<file path="src/rtl/pdac_pkg.sv">
package pdac_pkg;
   // Order of the synchronised control pins inside the control vector
   typedef struct packed {
      logic cs_n;
      logic wr_n;
      logic ld_n;
      logic clr_n;
      logic pd_n;
   } ctl_pins_t;

   localparam int CTL_W = $bits(ctl_pins_t);

   // Kind of transfer chosen for the DAC register in one cycle
   typedef enum logic [1:0] {
      XFER_NONE  = 2'd0,
      XFER_AUTO  = 2'd1,
      XFER_LOAD  = 2'd2,
      XFER_CLEAR = 2'd3
   } xfer_e;
endpackage

</file>
<file path="src/rtl/pdac_sync.sv">
module pdac_sync #(
   parameter int             W       = 1,
   parameter int             STAGES  = 2,
   parameter logic [W-1:0]   RST_VAL = '0
) (
   input  logic         clk,
   input  logic         rst_n,
   input  logic [W-1:0] d,
   output logic [W-1:0] q
);
   logic [W-1:0] chain [STAGES];

   always_ff @(posedge clk or negedge rst_n) begin
      if (!rst_n) begin
         for (int s = 0; s < STAGES; s++) chain[s] <= RST_VAL;
      end else begin
         chain[0] <= d;
         for (int s = 1; s < STAGES; s++) chain[s] <= chain[s-1];
      end
   end

   assign q = chain[STAGES-1];
endmodule

</file>
<file path="src/rtl/pdac_thermo.sv">
module pdac_thermo #(
   parameter int IN_W = 4,
   localparam int LINES = (1 << IN_W) - 1
) (
   input  logic [IN_W-1:0]  code,
   output logic [LINES-1:0] therm
);
   for (genvar i = 0; i < LINES; i++) begin : g_line
      localparam logic [IN_W-1:0] LVL = IN_W'(i);
      assign therm[i] = (code > LVL);
   end
endmodule

</file>
<file path="src/rtl/pdac_regs.sv">
module pdac_regs
   import pdac_pkg::*;
#(
   parameter int DATA_W = 8
) (
   input  logic              clk,
   input  logic              rst_n,
   input  logic              wr_act,
   input  logic              ld_n_s,
   input  logic              clr_n_s,
   input  logic [DATA_W-1:0] data_early,
   output logic [DATA_W-1:0] in_reg,
   output logic [DATA_W-1:0] dac_reg,
   output logic              por,
   output logic              upd_stb,
   output logic              wr_end,
   output logic              ld_fall
);
   logic              wr_act_q;
   logic              ld_q;
   logic [DATA_W-1:0] dac_nxt;
   xfer_e             kind;

   always_ff @(posedge clk or negedge rst_n) begin
      if (!rst_n) begin
         wr_act_q <= 1'b0;
         ld_q     <= 1'b1;
      end else begin
         wr_act_q <= wr_act;
         ld_q     <= ld_n_s;
      end
   end

   assign wr_end  = wr_act_q && !wr_act;
   assign ld_fall = ld_q && !ld_n_s;

   always_comb begin
      if (!clr_n_s)                kind = XFER_CLEAR;
      else if (wr_end && !ld_n_s)  kind = XFER_AUTO;
      else if (ld_fall)            kind = XFER_LOAD;
      else                         kind = XFER_NONE;
   end

   always_comb begin
      unique case (kind)
         XFER_CLEAR: dac_nxt = '0;
         XFER_AUTO:  dac_nxt = data_early;
         XFER_LOAD:  dac_nxt = in_reg;
         default:    dac_nxt = dac_reg;
      endcase
   end

   always_ff @(posedge clk or negedge rst_n) begin
      if (!rst_n) begin
         in_reg  <= '0;
         dac_reg <= '0;
         por     <= 1'b1;
         upd_stb <= 1'b0;
      end else begin
         if (wr_end) begin
            in_reg <= data_early;
            por    <= 1'b0;
         end
         dac_reg <= dac_nxt;
         upd_stb <= (dac_nxt != dac_reg);
      end
   end
endmodule

</file>
<file path="src/rtl/pdac_front.sv">
module pdac_front
   import pdac_pkg::*;
#(
   parameter int DATA_W      = 8,
   parameter int SEG_W       = 4,
   parameter int SYNC_STAGES = 2,
   localparam int GROUPS     = DATA_W / SEG_W,
   localparam int GRP_LINES  = (1 << SEG_W) - 1,
   localparam int SEG_TOTAL  = GROUPS * GRP_LINES
) (
   input  logic                 clk,
   input  logic                 rst_n,
   input  logic                 cs_n,
   input  logic                 wr_n,
   input  logic                 ldac_n,
   input  logic                 clr_n,
   input  logic                 pd_n,
   input  logic [DATA_W-1:0]    data_in,
   output logic [DATA_W-1:0]    dac_code,
   output logic [SEG_TOTAL-1:0] seg_bus,
   output logic                 upd_stb,
   output logic                 pwr_down
);
   if (DATA_W % SEG_W != 0) begin : g_bad_split
      $error("pdac_front: DATA_W must be a multiple of SEG_W");
   end
   if (SYNC_STAGES < 2) begin : g_bad_sync
      $error("pdac_front: SYNC_STAGES must be at least 2");
   end
   if (SEG_W < 1 || SEG_W > 8) begin : g_bad_seg
      $error("pdac_front: SEG_W out of range 1..8");
   end

   ctl_pins_t         ctl_raw;
   ctl_pins_t         ctl_s;
   logic [DATA_W-1:0] data_s;
   logic [DATA_W-1:0] data_early;
   logic [DATA_W-1:0] in_reg;
   logic [DATA_W-1:0] dac_reg;
   logic              por;
   logic              wr_end;
   logic              ld_fall;
   logic              clr_q;
   logic              wr_act;

   assign ctl_raw = '{cs_n: cs_n, wr_n: wr_n, ld_n: ldac_n, clr_n: clr_n, pd_n: pd_n};

   pdac_sync #(.W(CTL_W), .STAGES(SYNC_STAGES), .RST_VAL({CTL_W{1'b1}})) u_ctl_sync (
      .clk(clk), .rst_n(rst_n), .d(ctl_raw), .q(ctl_s)
   );

   pdac_sync #(.W(DATA_W), .STAGES(SYNC_STAGES), .RST_VAL('0)) u_dat_sync (
      .clk(clk), .rst_n(rst_n), .d(data_in), .q(data_s)
   );

   // Data is taken one cycle behind the synchronised bus so the captured
   // word predates the detected end of the write
   always_ff @(posedge clk or negedge rst_n) begin
      if (!rst_n) data_early <= '0;
      else        data_early <= data_s;
   end

   assign wr_act = !ctl_s.cs_n && !ctl_s.wr_n;
   assign clr_q  = ctl_s.clr_n;

   pdac_regs #(.DATA_W(DATA_W)) u_regs (
      .clk(clk), .rst_n(rst_n), .wr_act(wr_act), .ld_n_s(ctl_s.ld_n),
      .clr_n_s(ctl_s.clr_n), .data_early(data_early), .in_reg(in_reg),
      .dac_reg(dac_reg), .por(por), .upd_stb(upd_stb), .wr_end(wr_end),
      .ld_fall(ld_fall)
   );

   assign pwr_down = !ctl_s.pd_n;

   always_comb begin
      if (pwr_down)  dac_code = '0;
      else if (por)  dac_code = in_reg;
      else           dac_code = dac_reg;
   end

   for (genvar g = 0; g < GROUPS; g++) begin : g_grp
      pdac_thermo #(.IN_W(SEG_W)) u_th (
         .code (dac_code[g*SEG_W +: SEG_W]),
         .therm(seg_bus[g*GRP_LINES +: GRP_LINES])
      );
   end
endmodule

</file>
<file path="config.mk">
export PLATFORM = sky130hd
export DESIGN_NAME = pdac_front
export DESIGN_NICKNAME = d
export VERILOG_FILES = /design/src/rtl/pdac_pkg.sv /design/src/rtl/pdac_sync.sv /design/src/rtl/pdac_thermo.sv /design/src/rtl/pdac_regs.sv /design/src/rtl/pdac_front.sv
export SDC_FILE = /design/constraint.sdc
export NUM_CORES = 1
export LEC_CHECK = 0
export CAP_MARGIN = 10
export CORE_AREA = 2 2 73 75
export DETAILED_ROUTE_END_ITERATION = 8
export DIE_AREA = 0 0 75 77
export PLACE_DENSITY_LB_ADDON = 0.25
export SLEW_MARGIN = 15
export SYNTH_ARGS = -nofsm -noshare
export SYNTH_HDL_FRONTEND = slang
export SYNTH_SLANG_ARGS = --single-unit
</file>
<file path="constraint.sdc">
create_clock -name clk -period 2.2 [get_ports clk]
set_clock_uncertainty 0.15 [all_clocks]
set_input_delay 0.33 -clock clk [delete_from_list [all_inputs] [get_ports clk]]
set_output_delay 0.33 -clock clk [all_outputs]
set_load 0.03 [all_outputs]
</file>
==> impl_metrics.csv, run 1 <==
group,metric,value,unit
status,status,"finished with violations",
status,violations,"negative hold slack, negative setup slack",
clocking,clk_pin_slew,0.09,ns
timing,fmax,425,MHz
power_and_ir_drop,intPower,1.49,mW
die,io_pins,55,
clocking,clockRootBuffer,"clkbuf_8",
die,die_y,77,um
flow_run,max-cap-violations,0,
timing,finalSetupViolations,35,
hold_path,hold_class,"primary input to async pin",
placement,place_inst,347,
clocking,insertion_delay,0.30,ns
routing,totalWireLength,4410,um
power_and_ir_drop,pwr-share-comb,18.4,%
critical_path,critPathArrivalTime,1.87,ns
power_and_ir_drop,power_leakage,1.69,nW
timing,drv_slew,0,
routing,vias,1718,
clocking,cts_max_level,2,
timing,period_share,107,%
synthesis,synth.avg_cell_area,10.6,um2
cells_and_area,multiInputGateArea,911,um2
grt,busiest_layer,"met2",
timing,hold_ws,-0.0222,ns
timing,hold_viol_final,23,
clocking,ctsHoldBuffers,0,
grt,grt-ovfl-total,0,
routing,drc,0,
grt,antenna_found_initial,0,
clocking,cts_tree,"yes",
cells_and_area,post-route-cell-area,3340,um2
cells_and_area,finalNonFillerCells,365,
synthesis,netlist-cell-type-count,32,
power_and_ir_drop,netSwitchingFraction,26.5,%
power_and_ir_drop,power_density,609,nW/um2
cells_and_area,nFillCells,395,
routing,dr.pass1.iters,4,
grt,grt_pass1_wl,7150,um
routing,vias_per_cell,4.71,
placement,dp_hpwl,3170,um
synthesis,synthesis.nets,220,
routing,antenna_left,0,
synthesis,yosys_warnings,0,
critical_path,required,1.72,ns
grt,grt_use_met3,3.02,%
grt,grt_pass1_vias,1620,
placement,pre_cts_ws,-0.288,ns
die,start_util,43.7,%
routing,detail_route.wl_per_cell,12.1,um
critical_path,worstSetupStartpointType,"flop",
power_and_ir_drop,clock_power_share,26.4,%
die,core,4980,um2
die,die-area,5780,um2
timing,grt_setup_unrepaired,"yes",
timing,max_slew_margin,57.1,%
synthesis,ys_seq_area_share,62.8,%
cells_and_area,final_common_cell,"dfrtp_1",
critical_path,crit_start,"u_regs.por",
synthesis,synth_cells,205,
synthesis,synth-seq-cells,54,
cells_and_area,utilization,67.0,%
grt,grt_usage,16.0,%
cells_and_area,final_cell_mix,"dfrtp_1, nand2_1, buf_4",
clocking,numCtsBuffers,5,
critical_path,r2r_start,"u_ctl_sync.q[3]",
die,row_count,26,
critical_path,cp-end-kind,"output port",
grt,grt_max_degree,55,
routing,dr.first_iter.drc_count,34,
power_and_ir_drop,p_sw,0.538,mW
power_and_ir_drop,seqPwrFrac,55.1,%
cells_and_area,fin_nets,309,
critical_path,cp_max_fo,5,
cells_and_area,drive_above_1_share,51.5,%
cells_and_area,area_delta_synth_final,53.2,%
cells_and_area,diodes,0,
timing,period_minus_slack,2.35,ns
timing,setup_slack,-0.155,ns
placement,post_dp_cell_area,3040,um2
grt,globalRouteMet1Util,19.2,%
placement,portBuffers,54,
synthesis,synth_area,2180,um2
timing,tightest_slew,0.644,ns
die,fp.dieW,75,um
power_and_ir_drop,vdd_drop_max,0.607,mV
placement,gp_congestion,0.781,
clocking,cts_buffer_depth,2,
critical_path,crit_type,"flop to output port",
cells_and_area,regArea,1370,um2
grt,grt_use_met2,28.1,%
clocking,clock-sinks,54,
==> per-stage QoR <==
| stage | power [mW] | TNS, ns |
|---|---|---|
| after floorplan | 1.32 | -0.434 |
| after global placement | 1.48 | -5.81 |
| after detailed placement | 1.49 | -6.38 |
| after CTS | 2.05 | -3.17 |
| after global routing | 2.14 | -5.85 |
| final | 2.03 | -2.95 |
==> timing repair <==
action / 4_1_cts / 5_1_grt
pin swaps: 17 / 3
resized for setup: 216 / 30
endpoints found under the setup margin: 36 / 39
buffers inserted: 10 / 1
==> path summary, 6_finish.rpt <==
check	end	slack (ns)	cells past startpoint
max	seg_bus[15]	-0.15	7
min	u_regs.in_reg[1]	-0.02	2
max reg2reg	u_regs.upd_stb	0.16	6
min reg2reg	data_early[6]	0.20	0
max in group asynchronous	u_dat_sync.q[5]	1.48	2
min in group clk	data_early[6]	0.20	0
==> power groups by stage <==
stage | Combinational (mW) | Sequential [mW] | Clock, mW
6_report | 0.375 | 1.12 | 0.537
5_1_grt | 0.407 | 1.13 | 0.604
4_1_cts | 0.367 | 1.12 | 0.560
3_5_place_dp | 0.350 | 1.14 | 0
3_3_place_gp | 0.344 | 1.14 | 0
2_1_floorplan | 0.190 | 1.13 | 0
==> layer usage <==
metal,share of wire [%],wire [um]
met1,42,1860
met2,52,2270
met4,0.95,42
met3,5.4,239
met5,0,0
==> synth_stat cells, drive strengths merged <==
| cell type | number | area (um2) |
|---|---|---|
| a21o | 2 | 15.0 |
| a21oi | 8 | 40.0 |
| a22o | 1 | 8.76 |
| a22oi | 2 | 20.0 |
| a2bb2oi | 2 | 17.5 |
| and2 | 1 | 6.26 |
| buf | 6 | 38.8 |
| clkbuf | 2 | 7.51 |
| dfrtp | 42 | 1050 |
| dfstp | 12 | 315 |
| inv | 14 | 52.6 |
| mux2 | 9 | 105 |
| mux2i | 2 | 20.0 |
| nand2 | 56 | 210 |
| nand2b | 1 | 6.26 |
| nand3 | 2 | 10.0 |
| nand3b | 4 | 30.0 |
| nand4b | 4 | 35.0 |
| nor2 | 15 | 56.3 |
| nor2b | 1 | 6.26 |
| nor3 | 1 | 10.0 |
| o2111ai | 1 | 8.76 |
| o211ai | 2 | 15.0 |
| o21a | 2 | 22.5 |
| o21ai | 10 | 50.0 |
| o22ai | 3 | 18.8 |
==> critical path, stage by stage (launching register included) <==
cell	delay, ns
dfstp_2	0.56
buf_4	0.14
mux2_2	0.34
nand2_2	0.09
inv_2	0.07
nor2_4	0.14
nand2_2	0.06
buf_4	0.16
==> kinds of logic after synthesis <==
kind of cell	Yosys count	share of synthesized area (%)
mux	11	5.75
compound gates	33	9.94
simple gates	85	17.0
flops	54	62.8
buf+inv	22	4.54
==> final cells by class <==
type | count | area share (%)
Multi-Input combinational cell | 129 | 27.3
Clock inverter | 1 | 0.150
Inverter | 14 | 1.88
Tap cell | 70 | 2.63
Clock buffer | 7 | 2.59
Sequential cell | 54 | 41.0
Timing Repair Buffer | 90 | 24.5
Power figures use the tool's default switching activity.
==> run 2: changes to the inputs <==
==> constraint.sdc (replaced) <==
create_clock -name clk -period 2.2 [get_ports clk]
set_clock_uncertainty 0.15 [all_clocks]
set_input_delay 0.33 -clock clk [delete_from_list [all_inputs] [get_ports clk]]
set_output_delay 0.33 -clock clk [all_outputs]
set_load 0.01 [all_outputs]
==> run 2 against run 1 <==
Effect of this change:
- global-route usage barely moved
- setup slack got worse by 0.0092 ns
- clock power fell by 6.7%
- sequential share of layout area rose by 2.3 points
- clock-buffer cell count rose by 1
- via count rose by 0.52%
- the flow finishes with violations (negative setup slack)
- first-iteration DRC count rose by 62%
- core utilization fell by 3.5 points
- sequential power barely moved
- sequential cell count did not move
- non-clock buffer count fell by 6
==> impl_metrics.csv, run 2 (synthesis gave the netlist of run 1 again) <==
group,metric,value,unit
cells_and_area,final_cell_mix,"nand2_1, dfrtp_1, buf_2",
routing,vias_per_cell,4.81,
status,violations,"negative setup slack",
timing,fmax,423,MHz
placement,gp_congestion,0.784,
power_and_ir_drop,power,1.93,mW
cells_and_area,final_common_cell,"nand2_1",
clocking,clock-sinks,54,
grt,grt_usage,16.0,%
grt,antenna_found_initial,0,
timing,period_minus_slack,2.36,ns
critical_path,cp_max_fo,6,
critical_path,worstSetupStartpointType,"flop",
placement,dp_hpwl,3020,um
routing,dr.first_iter.drc_count,55,
timing,tightest_slew,0.631,ns
critical_path,crit_type,"flop to output port",
grt,grt_max_degree,55,
clocking,cts_buffer_depth,2,
die,fp.dieW,75,um
grt,grt_pass1_wl,7070,um
cells_and_area,diodes,0,
die,die-area,5780,um2
critical_path,crit_chain,"buf_6, mux2_4, nand2_4, inv_4, nor2_4, buf_6, o21ai_2, buf_2",
power_and_ir_drop,power_density,611,nW/um2
clocking,insertion_delay,0.30,ns
routing,dr.pass1.iters,4,
routing,antenna_left,0,
timing,max_slew_margin,57.9,%
routing,vias,1727,
flow_run,max-cap-violations,0,
clocking,clockRootBuffer,"clkbuf_8",
die,row_count,26,
critical_path,crit_slowest_cell,"dfstp_2",
cells_and_area,nFillCells,414,
timing,setup_slack,-0.164,ns
timing,grt_setup_unrepaired,"yes",
critical_path,critPathArrivalTime,1.88,ns
timing,period_share,107,%
routing,totalWireLength,4370,um
cells_and_area,drive_above_1_share,45.0,%
hold_path,hold_class,"flop to flop",
power_and_ir_drop,power_leakage,1.62,nW
die,die_y,77,um
die,start_util,43.7,%
clocking,clk_pin_slew,0.08,ns
critical_path,critPathMostFrequentCell,"buf_6",
cells_and_area,fin_nets,303,
critical_path,cp-end-kind,"output port",
power_and_ir_drop,vdd_drop_max,0.578,mV
cells_and_area,area_delta_synth_final,45.1,%
critical_path,max_stage_delay,0.63,ns
timing,hold_viol_final,0,
placement,pre_cts_ws,-0.281,ns
die,core,4980,um2
timing,drv_slew,0,
clocking,cts_max_level,2,
routing,detail_route.wl_per_cell,12.2,um
timing,finalSetupViolations,28,
status,status,"finished with violations",
clocking,cts_tree,"yes",
routing,drc,0,
critical_path,required,1.72,ns
clocking,numCtsBuffers,5,
grt,grt_pass1_vias,1616,
die,io_pins,55,
placement,portBuffers,54,
grt,grt-ovfl-total,0,
run 2: cell count changes in the layout (fill, tap and decap cells not counted), sizes merged:
cell / previous run / this run
clkbuf: 7 / 13
dlymetal6s2s: 1 / 0
clkdlybuf4s50: 14 / 15
dlygate4sd2: 0 / 3
clkdlybuf4s15: 0 / 2
dlygate4sd3: 0 / 1
clkinv: 1 / 0
buf: 75 / 58
run 2: per-stage QoR:
stage / setup TNS [ns] / std cells / hold WS [ns] / area, um2 / utilization [%]
after detailed placement: -4.45 / 338 / 0.185 / 2880 / 57.9
after CTS: -2.76 / 356 / 0.198 / 3050 / 61.2
after global placement: -3.44 / 338 / 0.181 / 2880 / 57.9
after global routing: -4.40 / 359 / 0.212 / 3160 / 63.5
after floorplan: 0 / 205 / -0.116 / 2180 / -
final: -2.08 / 359 / 0.196 / 3160 / 63.5
run 2: repair_timing:
action                                  CTS  global route
endpoints found under the hold margin     9             0
gates resized for setup                 166            51
pin swaps                                12             6
endpoints found under the setup margin   38            37
hold buffers                              1             0
setup buffers                            10             5
run 2: layout make-up:
| cell class | instances | area [um2] | area share (%) |
|---|---|---|---|
| repair buffers | 84 | 677 | 21.4 |
| multi-input cells | 129 | 891 | 28.2 |
| well taps | 70 | 87.6 | 2.77 |
| inverters | 14 | 57.6 | 1.82 |
| flip-flops and latches | 54 | 1370 | 43.2 |
| clock buffers | 8 | 80.1 | 2.53 |
run 2: critical path: cells and delay by family, from the launching register on:
kind,cells,cell delay (ns)
DFF,1,0.63
buffers and inverters,4,0.41
muxes,1,0.30
AOI/OAI and AO/OA,1,0.04
and+or+nand+nor,2,0.19
run 2: path summary, 6_finish.rpt:
| path | start | cells after the start | slack (ns) | end |
|---|---|---|---|---|
| worst max-delay path | u_regs.por | 8 | -0.16 | seg_bus[4] |
| worst min-delay path | u_dat_sync.q[6] | 0 | 0.20 | data_early[6] |
| worst max register to register | u_ctl_sync.q[3] | 6 | 0.14 | u_regs.upd_stb |
| worst min register to register | u_dat_sync.q[6] | 0 | 0.20 | data_early[6] |
| max in group asynchronous | rst_n | 3 | 0.96 | u_dat_sync.q[0] |
| min in group asynchronous | rst_n | 3 | 0.52 | u_dat_sync.chain[14] |
run 2: power breakdown:
part | internal, mW | leakage (nW) | switching (mW)
clock | 0.226 | 0.0395 | 0.275
sequential | 1.07 | 0.638 | 0.0564
combinational | 0.153 | 0.943 | 0.148
run 2: layer usage:
metal / GRT usage, % / vias to the layer above / share of wire [%]
li1: - / 841 / -
met1: 18.8 / 809 / 41
met2: 27.5 / 70 / 50
met3: 3.94 / 7 / 7.6
met4: 5.89 / 0 / 1.6
met5: 0 / - / 0
